## config.mk

```make
export PLATFORM = sky130hd
export DESIGN_NAME = sershift_top
export DESIGN_NICKNAME = d
export VERILOG_FILES = /design/src/rtl/sershift_pkg.sv /design/src/rtl/sershift_ctrl.sv /design/src/rtl/sershift_dp.sv /design/src/rtl/sershift_top.sv
export SDC_FILE = /design/constraint.sdc
export NUM_CORES = 1
export LEC_CHECK = 0
export ABC_AREA = 1
export ABC_CLOCK_PERIOD_IN_PS = 2000
export BUFFER_PORTS_ARGS = -buffer_cell sky130_fd_sc_hd__buf_4
export CAP_MARGIN = 20
export CORE_MARGIN = 2
export CORE_UTILIZATION = 45
export CTS_BUF_LIST = sky130_fd_sc_hd__clkbuf_8
export CTS_CLUSTER_SIZE = 40
export DETAILED_ROUTE_END_ITERATION = 8
export PLACE_DENSITY = 0.67
export SLEW_MARGIN = 20
export SYNTH_ARGS = -nofsm -noshare
export SYNTH_HDL_FRONTEND = slang
export SYNTH_SLANG_ARGS = --single-unit
```

## constraint.sdc

```tcl
create_clock -name clk -period 2 [get_ports clk]
set_input_delay 0.2 -clock clk [delete_from_list [all_inputs] [get_ports clk]]
set_output_delay 0.2 -clock clk [all_outputs]
set_load 0.02 [all_outputs]
```

## src/rtl/sershift_pkg.sv

```systemverilog
package sershift_pkg;
  typedef struct packed {
    logic loadWord;  // move holding register (or idle ones) into tx shifter
    logic shiftBit;  // advance both shifters by one bit
    logic wordDone;  // last bit of a word sampled
    logic active;    // channel is streaming
  } shiftStrobes_t;
endpackage

```

## src/rtl/sershift_ctrl.sv

```systemverilog
module sershift_ctrl
  import sershift_pkg::*;
#(
  parameter int W = 8
) (
  input  logic          clk,
  input  logic          rstN,
  input  logic          bitEn,
  input  logic          syncIn,
  output shiftStrobes_t strobes
);
  localparam int CW = (W > 1) ? $clog2(W) : 1;
  localparam logic [CW-1:0] LAST = CW'(W - 1);

  logic armed;
  logic running;
  logic [CW-1:0] bitCnt;
  logic startNow;
  logic atLast;

  assign startNow = armed && !running && bitEn;
  assign atLast   = running && bitEn && (bitCnt == LAST);

  always_ff @(posedge clk or negedge rstN) begin
    if (!rstN) begin
      armed   <= 1'b0;
      running <= 1'b0;
      bitCnt  <= '0;
    end else begin
      if (!running && syncIn) armed <= 1'b1;
      if (startNow) begin
        running <= 1'b1;
        bitCnt  <= '0;
      end else if (running && bitEn) begin
        bitCnt <= (bitCnt == LAST) ? '0 : bitCnt + 1'b1;
      end
    end
  end

  always_comb begin
    strobes.loadWord = startNow || atLast;
    strobes.shiftBit = running && bitEn && (bitCnt != LAST);
    strobes.wordDone = atLast;
    strobes.active   = running;
  end


  cnt_range_chk: assert property (@(posedge clk) disable iff (!rstN)
    bitCnt <= LAST);


  run_sticky_chk: assert property (@(posedge clk) disable iff (!rstN)
    running |=> running);


  load_on_bit_chk: assert property (@(posedge clk) disable iff (!rstN)
    strobes.loadWord |-> bitEn);
endmodule

```

## src/rtl/sershift_dp.sv

```systemverilog
module sershift_dp
  import sershift_pkg::*;
#(
  parameter int W = 8
) (
  input  logic          clk,
  input  logic          rstN,
  input  shiftStrobes_t strobes,
  input  logic          serRx,
  output logic          serTx,
  input  logic [W-1:0]  txData,
  input  logic          txWrite,
  output logic          txEmpty,
  output logic [W-1:0]  rxData,
  input  logic          rxRead,
  output logic          rxFull,
  output logic          txUnderrun
);
  logic [W-1:0] txHold;
  logic [W-1:0] txShift;
  logic [W-1:0] rxShift;
  logic [W-1:0] rxHold;

  always_ff @(posedge clk or negedge rstN) begin
    if (!rstN) begin
      txHold     <= '0;
      txShift    <= '1;
      rxShift    <= '0;
      rxHold     <= '0;
      txEmpty    <= 1'b1;
      rxFull     <= 1'b0;
      txUnderrun <= 1'b0;
    end else begin
      if (txWrite) txHold <= txData;

      if (strobes.loadWord)      txShift <= txEmpty ? '1 : txHold;
      else if (strobes.shiftBit) txShift <= {1'b1, txShift[W-1:1]};

      if (strobes.shiftBit) rxShift <= {serRx, rxShift[W-1:1]};
      if (strobes.wordDone) rxHold  <= {serRx, rxShift[W-1:1]};

      if (txWrite)               txEmpty <= 1'b0;
      else if (strobes.loadWord) txEmpty <= 1'b1;

      if (strobes.wordDone) rxFull <= 1'b1;
      else if (rxRead)      rxFull <= 1'b0;

      if (strobes.loadWord && txEmpty) txUnderrun <= 1'b1;
      else if (txWrite)                txUnderrun <= 1'b0;
    end
  end

  assign serTx  = txShift[0];
  assign rxData = rxHold;


  idle_line_chk: assert property (@(posedge clk) disable iff (!rstN)
    !strobes.active |-> serTx);


  underrun_set_chk: assert property (@(posedge clk) disable iff (!rstN)
    (strobes.loadWord && txEmpty) |=> txUnderrun);


  write_fill_chk: assert property (@(posedge clk) disable iff (!rstN)
    txWrite |=> !txEmpty);


  rxfull_src_chk: assert property (@(posedge clk) disable iff (!rstN)
    $rose(rxFull) |-> $past(strobes.wordDone));
endmodule

```

## src/rtl/sershift_top.sv

```systemverilog
module sershift_top
  import sershift_pkg::*;
#(
  parameter int W = 8
) (
  input  logic         clk,
  input  logic         rstN,
  input  logic         bitEn,
  input  logic         syncIn,
  input  logic         serRx,
  output logic         serTx,
  input  logic [W-1:0] txData,
  input  logic         txWrite,
  output logic         txEmpty,
  output logic [W-1:0] rxData,
  input  logic         rxRead,
  output logic         rxFull,
  output logic         txUnderrun
);
  shiftStrobes_t strobes;

  sershift_ctrl #(.W(W)) i_ctrl (
    .clk(clk), .rstN(rstN), .bitEn(bitEn), .syncIn(syncIn), .strobes(strobes)
  );

  sershift_dp #(.W(W)) i_dp (
    .clk(clk), .rstN(rstN), .strobes(strobes),
    .serRx(serRx), .serTx(serTx),
    .txData(txData), .txWrite(txWrite), .txEmpty(txEmpty),
    .rxData(rxData), .rxRead(rxRead), .rxFull(rxFull),
    .txUnderrun(txUnderrun)
  );
endmodule

```

---- Yosys cells after proc, flatten, opt, wreduce, memory -nomap -nowiden ----
Cells that the tools add are included.
word-level totals
  bits of input ports ..................... 15
  flip-flop bits (word level) ............. 40
  logic and storage cells ................. 39
operators by class
  equality and inequality tests ........... 2
  reductions and logical operators ........ 14
  add/sub/neg operators ................... 1
  mux-type cells .......................... 12
operators by type and width
  operator                                      count
  2-to-1 mux 8 bit                              3
  nonzero test 2 bit                            5
  2-to-1 mux 3 bit                              3
  logical AND 1 bit                             7
  2-to-1 mux 1 bit                              6
  adder 3 x 1 -> 3 bit (second input constant)  1
  == test 3 bit (second input constant)         1
  != test 3 bit (second input constant)         1
  zero test 1 bit                               1
  logical OR 1 bit                              1

---- Logic depth before layout (Yosys ltp) ----
Gate-level depths: netlist of run 1.
  word-level depth ........................ 6
  gate-level depth with buffers ........... 7

---- Modules after synthesis ----
A second synthesis of run 1 with hierarchy kept.
unflattened totals
  cells, all modules ...................... 189
  area, all modules ....................... 1664.1 µm²
modules (own cells, without submodules)
  module         area each (µm²)  cells each  instances
  sershift_dp    1401.3           159         1
  sershift_ctrl  262.8            30          1

---- Worst setup path before layout of run 1 ----
OpenSTA, ideal clock, no wires.
  kind .................................... register to register
  from .................................... register i_ctrl.bitCnt[0]
  to ...................................... register i_dp.txShift[3]
  stages on the path, launching flop included .. 8
  arrival time ............................ 1.305 ns
  clock period less this slack ............ 1.382 ns
  path slack .............................. 0.618 ns
  path through ............................ dfrtp_1 > ha_1 > ha_1 > nand3_1 > buf_2 > nand3_1 > nand3_1 > nand2_1
between the ends
  longest elaborated chain between the ends .. 4
  elaborated cells on any way between the ends .. 7
  classes of those cells .................. eq/ne: 2; mux: 1; reduce/logical: 4
ends and longest elaborated chain
  element                                                        line                 source
  start: declaration                                             sershift_ctrl.sv:17  logic [CW-1:0] bitCnt;
  start signal: assignment                                       sershift_ctrl.sv:35  bitCnt <= (bitCnt == LAST) ? '0 : bitCnt + 1'b1;
  == test 3 bit                                                  sershift_ctrl.sv:22  assign atLast = running && bitEn && (bitCnt == LAST);
  logical AND 1 bit                                              sershift_ctrl.sv:22
  logical OR 1 bit                                               sershift_ctrl.sv:41  strobes.loadWord = startNow || atLast;
  2-to-1 mux 8 bit / nonzero test 2 bit (equally long branches)  n/a
  end signal: assignment                                         sershift_dp.sv:36    if (strobes.loadWord) txShift <= txEmpty ? '1 : txHold;
  end signal: assignment                                         sershift_dp.sv:37    else if (strobes.shiftBit) txShift <= {1'b1, txShift[W-1:1]};
  end: declaration                                               sershift_dp.sv:20    logic [W-1:0] txShift;
Several ways; a longest one is shown, not always the timed one.
A chain may end at the register's enable or synchronous reset.

---- Final worst setup path of run 1 ----
  from .................................... register i_ctrl.bitCnt[0]
  to ...................................... register i_dp.rxHold[7], in the netlist i_dp.rxData[7]
between the ends
  longest elaborated chain between the ends .. 2
ends and longest elaborated chain
  element                 line                 source
  == test 3 bit           sershift_ctrl.sv:22
  logical AND 1 bit       sershift_ctrl.sv:22
  end signal: assignment  sershift_dp.sv:40    if (strobes.wordDone) rxHold <= {serRx, rxShift[W-1:1]};
  end: declaration        sershift_dp.sv:22    logic [W-1:0] rxHold;
Every way passes these cells.

==> results by group, run 1 <==
Floorplan
  • Die Y: between 60 and 70 um
  • Initial Util: between 40 and 50%
  • Num rows: 21
  • Die Wd: between 60 and 70 um
  • Num ports: 27
  • Die area: 4138 sq um
  • Core footprint: between 3000 and 4000 sq um

Worst setup path
  • Critical path capture point type: flip-flop
  • Crit path DAT: roughly 1.8 ns
  • WS Path Type: reg -> reg
  • Startpoint Class: flip-flop
  • Worst EP required: ~2.2 ns
  • Crit path max fanout: 16

GRT
  • Global-route usage over all layers: approximately 17%
  • Remaining Overflow, GRT: 0
  • Initial antenna violation count: 0
  • Number of global-route vias before repair: around 1200
  • Pin count of the biggest net entering global routing: 40
  • First-pass GRT wire length: ~5.3 mm

Route
  • Initial DRC Count: 60
  • Post-DR wirelength/cell: 10.99 um
  • Via Count: 1250
  • Vias per cell: around 4.8
  • DRT antenna net count: 0
  • Final wirelength: slightly below 3 mm
  • First-pass DRT Iterations: 4
  • Drc violations: 0

STA
  • Tcrit/Tclk final: 80.88%
  • RSZ-0062 raised after global routing: false
  • Final setup fails: 0
  • Min Tclk post-route: 1.618 ns
  • Rel. slew slack: 68.31%
  • Tightest Pin Transition: between 0.4 and 0.5 ns
  • Setup TNS Final: 0 ns
  • Final Max Tran Viols: 0
  • FMAX: around 0.62 GHz
  • Final Hold Fails: 0
  • Fin Clk Skew: between 0.002 and 0.0025 ns
  • Worst setup margin: about 0.38 ns

Place
  • HPWL after DPL: a little over 2 mm
  • Gpl congestion: around 0.78
  • DP Worst Slack: between 0.4 and 0.5 ns
  • Placed cell count: around 250
  • Input/output buffers: 26

Synthesis
  • Yosys Warn Count: 0
  • Yosys top cell area share: a little under half
  • Register bit count reported by yosys: 39
  • Synth top area cells: dfrtp_1 46%, nand2_1 16%, dfstp_2 14%, o21ai_0 4.9%, inv_1 4.6%
  • Sequential area share after synthesis: approximately three fifths
  • Syn Nets: roughly 200
  • Gate Count Post-Synth: around 190
  • Mapped Avg Cell Area: about 8.8 sq um
  • Netlist cell types: 18
  • Cell accounting for the most synthesized area: dfrtp_1
  • Post-Syn Area: 1638 sq um

Clock tree
  • Htree depth: 2
  • Clk buf depth: 2
  • Clock transition at the registers of the reported paths: 0.07 ns
  • CTS Root Cell: clkbuf_8
  • CTS sink count: 39
  • Clock latency on the worst-skew pair: 0.29 ns
  • Cts bufs inserted: 5
  • Post-CTS setup buffers: 0
  • CTS tree: built

Cells and area
  • Register area: approximately 1000 sq um
  • Non-Filler Instances: around 260
  • Layout Utilization: around 58%
  • Final nets: 233
  • Ant. Diodes: 0
  • Layout area overhead: 20.02%
  • Area of the multi-input gates: 540.5 sq um
  • Fillcell total: 318
  • Share of layout cells above drive strength 1: a little over a fifth

Hold path
  • HP Class: in -> reg

Power
  • Pwr dens: ~1100 nW/um^2
  • Cell leakage power: approximately 1.1 nW
  • Peak supply drop: around 0.60 mV

Status
  • Status: complete, no violations

Run
  • Max-cap violations: 0
synth_stat cells (all sizes together):
cell type  count
dfstp          9
buf            5
ha             2
clkbuf         1
nand2         73
dfrtp         30
inv           20
a22oi          1
nand3         16
clkinv         1
a22o           2
a21o           1
o21ai         16
nor2           9
path summary, 6_finish.rpt:
kind / to / slack [ns] / cells past startpoint / startpoint
min in group asynchronous: i_dp.rxData[5] / 0.40 / 2 / rstN
min reg2reg: i_dp.txShift[0] / 0.47 / 2 / i_dp.txShift[0]
min: i_dp.txHold[3] / 0.11 / 3 / txData[3]
max in group asynchronous: i_dp.txShift[3] / 1.23 / 2 / rstN
max: i_dp.rxData[7] / 0.38 / 7 / i_ctrl.bitCnt[0]
max reg2reg: i_dp.rxData[7] / 0.38 / 7 / i_ctrl.bitCnt[0]
sequential cells by signal, indices dropped and copies added, names as in the netlist:
register,flops
i_dp.txHold,8
i_ctrl.bitCnt,3
i_dp.txEmpty,1
i_dp.rxData,8
i_ctrl.running,1
i_dp.txShift,8
i_dp.rxFull,1
i_dp.rxShift,7
i_ctrl.armed,1
i_dp.txUnderrun,1
repair_timing:
action	CTS	global route
hold buffers	1	0
resized for setup	0	0
endpoints found under the hold margin	30	0
cell type report:
type | instances | area share (%)
clock inverters | 3 | 0.6365
inverters | 21 | 4.010
well taps | 46 | 2.928
multi-input cells | 120 | 27.50
repair buffers | 29 | 11.20
clock buffers | 5 | 3.501
flip-flops and latches | 39 | 50.22
cells by family after synthesis:
group,synth area share (%)
and+or+nand+nor,24.60
buffers and inverters,6.722
AOI/OAI and AO/OA,6.876
adders and majority gates,1.528
DFF,60.28
worst max-delay path, cell delays in order, from the launching register on:
cell and delay [ns]:
dfrtp_1 0.40, ha_1 0.20, ha_1 0.19, nand3_1 0.28, buf_4 0.27, inv_1 0.07
nand2_1 0.06, nand2_1 0.04
power breakdown:
part / leakage [nW] / switching [mW] / internal [mW]
Sequential: 0.474 / 0.108 / 1.00
Clock: 0.0505 / 0.258 / 0.234
Combinational: 0.547 / 0.315 / 0.245
Total: 1.07 / 0.681 / 1.48
per-stage QoR:
step                      cell area (sq um)  power [mW]  hold slack [ns]
after global placement                 1874       1.674           0.1867
final                                  1966       2.166           0.1060
after global routing                   1966       2.319          0.09964
after CTS                              1966       2.197          0.09860
after detailed placement               1874       1.695           0.1950
after floorplan                        1638       1.457         -0.09559
cell usage in the layout (no fill, tap or decap), types with 2 or more instances in the layout:
cell	instances
nand2_1	71
dfrtp_1	30
buf_4	28
inv_1	22
o21ai_0	16
nand3_1	15
nor2_1	9
dfstp_2	9
clkbuf_8	5
a22o_1	2
ha_1	2
metal layers:
metal	up-vias	track usage, %	part of all wire (%)
li1	633	-	-
met1	588	21.84	47
met2	23	25.26	46
met3	6	5.458	4.7
met4	0	7.181	1.9
met5	-	0	0
Note: power is estimated with default switching activity, not from simulation.
==> run 2, diff against run 1 <==
--- a/config.mk
+++ b/config.mk
@@ -5,8 +5,8 @@
 export SDC_FILE = /design/constraint.sdc
 export NUM_CORES = 1
 export LEC_CHECK = 0
-export ABC_AREA = 1
-export ABC_CLOCK_PERIOD_IN_PS = 2000
+export ABC_AREA = 0
+export ABC_CLOCK_PERIOD_IN_PS = 1500
 export BUFFER_PORTS_ARGS = -buffer_cell sky130_fd_sc_hd__buf_4
 export CAP_MARGIN = 20
 export CORE_MARGIN = 2
==> constraint.sdc (replaced) <==
create_clock -name clk -period 1.5 [get_ports clk]
set_input_delay 0.15 -clock clk [delete_from_list [all_inputs] [get_ports clk]]
set_output_delay 0.15 -clock clk [all_outputs]
set_load 0.02 [all_outputs]
==> run 2 against run 1 <==
Net effect: sequential power grew 43%; first-iteration DRC count is 47% lower; non-clock buffer count is 1 higher; synthesized cell count decreased by 35%; wire length fell by 2.4%; sequential share of layout area decreased by 2.5 points; die area increased by 2.1%; total power is 51% higher; fmax increased by 14%.
==> results by group, run 2 <==
Clock tree
  • Clk buf depth: 2
  • CTS Root Cell: clkbuf_8
  • Clock transition at the registers of the reported paths: roughly 0.080 ns
  • Htree depth: 2
  • CTS tree: built
  • Clock latency on the worst-skew pair: 0.28 ns
  • Cts bufs inserted: 5
  • CTS sink count: 39

Cells and area
  • Fillcell total: about 300
  • Post-Layout Inst Area: roughly 2100 sq um
  • Most frequent cells in the layout: 29 x dfrtp_1, 28 x buf_4, 23 x mux2_2
  • Most common cell after layout, fill and taps aside: dfrtp_1
  • Layout Utilization: 57.46%
  • Share of layout cells above drive strength 1: about three fifths
  • Layout area overhead: 23.77%
  • Non-Filler Instances: between 200 and 250
  • Final nets: 169
  • Ant. Diodes: 0

Worst setup path
  • Family with the most delay on the worst path: adder cells
  • Critical path capture point type: flip-flop
  • Crit path max fanout: 7
  • Slowest stage delay, CP: 0.39 ns
  • Slowest cell on the critical path: dfrtp_1
  • Worst Path Buf+Inv: 0
  • Worst path cell trace: ha_2 -> ha_4 -> mux2i_4 -> nor3_2 -> o31ai_2
  • Crit path DAT: ~1.6 ns
  • WS Path Type: reg -> reg
  • Worst EP required: 1.70 ns
  • Startpoint Class: flip-flop
  • Reg2reg setup slack: about 0.08 ns

Power
  • Comb power frac: ~30%
  • Clk pwr share: 21.4%
  • Pwr dens: 1575 nW/um^2
  • Peak supply drop: around 0.94 mV
  • Cell-internal power: about 2.3 mW
  • Sw power: 1.009 mW
  • Total power: 3.262 mW
  • Cell leakage power: between 0.9 and 1 nW
  • Net Sw Frac: about 31%
  • Register share of total power: around half

Synthesis
  • Mapped Avg Cell Area: 13.95 sq um
  • Post-Syn Area: 1674 sq um
  • Register bit count reported by yosys: 39
  • Synth top area cells: dfrtp_1 45%, mux2_2 15%, dfstp_2 14%, o31ai_2 5.2%, nor2_2 2.6%
  • Async S/R FF share, synth: 100.0%
  • Synth cell count leaders: 30 x dfrtp_1, 23 x mux2_2, 10 x nand2_1
  • Gate Count Post-Synth: between 100 and 150
  • Cell accounting for the most synthesized area: dfrtp_1
  • Sequential area share after synthesis: about three fifths
  • Yosys top cell area share: 44.84%
  • Yosys Warn Count: 0
  • Syn Nets: roughly 140
  • EDFF count, synth: 0
  • Netlist cell types: 25
  • Most numerous cell in the Yosys netlist: dfrtp_1
  • Synth Flop Type: dfrtp_1

Place
  • HPWL after DPL: slightly above 2 mm
  • Area after DPL: between 1500 and 2000 sq um
  • Input/output buffers: 26
  • Gpl congestion: ~0.77
  • DP Worst Slack: -0.04348 ns
  • Placed cell count: between 150 and 200

GRT
  • Remaining Overflow, GRT: 0
  • Global-route usage over all layers: about 16%
  • Pin count of the biggest net entering global routing: 40
  • Initial antenna violation count: 0
  • First-pass GRT wire length: roughly 5.0 mm
  • Number of global-route vias before repair: approximately 1100

Hold path
  • HP Class: in -> reg

Route
  • Vias per cell: roughly 5.0
  • First-pass DRT Iterations: 4
  • DRT antenna net count: 0
  • Via Count: around 1000
  • Drc violations: 0
  • Initial DRC Count: 32
  • Post-DR wirelength/cell: approximately 14 um
  • Final wirelength: between 2 and 3 mm

STA
  • FMAX: 0.7054 GHz
  • Final Max Tran Viols: 0
  • Worst setup margin: a little over 0.08 ns
  • Min Tclk post-route: between 1 and 1.5 ns
  • Fin Clk Skew: between 0.004 and 0.005 ns
  • Final setup fails: 0
  • RSZ-0062 raised after global routing: true
  • Final Hold Fails: 0
  • Tcrit/Tclk final: between 90% and 100%
  • Tightest Pin Transition: between 0.4 and 0.5 ns
  • Rel. slew slack: 68.55%

Floorplan
  • Core footprint: about 3600 sq um
  • Num rows: 22
  • Num ports: 27
  • Die Y: ~65 um
  • Die area: around 4200 sq um
  • Die Wd: about 65 um
  • Initial Util: a little under half

Run
  • Max-cap violations: 0

Status
  • Status: complete, no violations
-- run 2: cell types whose count changed after synthesis, sizes merged, moves of 2 or more --
cell   change
nand3     -14
inv       -16
nor3       +7
mux2      +24
o21ai     -12
o31ai      +7
a22o       -2
a32o       +2
nand2     -63
-- run 2: stage by stage --
step	hold slack, ns	TNS, ns
finish	0.04878	0
global route	0.06654	-0.03359
CTS	0.03927	0
detailed placement	0.1400	-0.4032
global placement	0.1360	0
floorplan	-0.1456	0
-- run 2: layer usage --
metal  share of wire [%]  track usage (%)  wire, um  vias up
met2                  50            26.68      1416       21
met1                  43            18.54      1225      485
met4                0.64            6.383        18        0
li1                    -                -         -      487
met3                 5.7            4.514       162        2
met5                   0                0         0        -
-- run 2: worst paths after layout --
path                                  start               to  depth (start not counted)
max reg2reg                i_ctrl.bitCnt[0]  i_dp.txShift[4]                          5
max                        i_ctrl.bitCnt[0]  i_dp.txShift[4]                          5
min in group asynchronous              rstN  i_dp.txUnderrun                          2
min                                  rxRead      i_dp.rxFull                          2
max in group asynchronous              rstN     i_dp.txEmpty                          2
min reg2reg                 i_dp.txShift[7]  i_dp.txShift[7]                          2
-- run 2: timing repair --
item                                   4_1_cts  5_1_grt
endpoints found under the hold margin       30        0
hold buffers                                 1        0
resized for setup                            3        4
buffers inserted                             0        1
pin swaps                                    0        1
setup endpoints to repair                   16       11
-- run 2: power by group through the flow --
stage,Clock [mW],Sequential (mW),Combinational (mW)
after floorplan,0,1.70,0.481
after global placement,0,1.58,0.917
after detailed placement,0,1.61,0.955
after CTS,0.722,1.59,0.965
after global routing,0.769,1.64,1.06
final,0.699,1.59,0.973
-- run 2: cell families (layout without fill, tap and decap cells) --
logic type	Yosys count	count (layout)	share of synthesized area (%)
AOI/OAI and AO/OA	16	16	9.641
adders and majority gates	2	2	1.495
buffers and inverters	9	42	3.213
DFF	39	39	58.97
muxes	25	25	17.71
and+or+nand+nor	29	29	8.968
-- run 2: layout make-up --
type	instances	area [sq um]	area share, %
flip-flops and latches	39	988.4	47.71
clock inverters	3	25.02	1.208
repair buffers	30	240.2	11.59
clock buffers	5	68.82	3.321
well taps	48	60.06	2.899
inverters	4	15.01	0.7246
multi-input cells	72	674.4	32.55
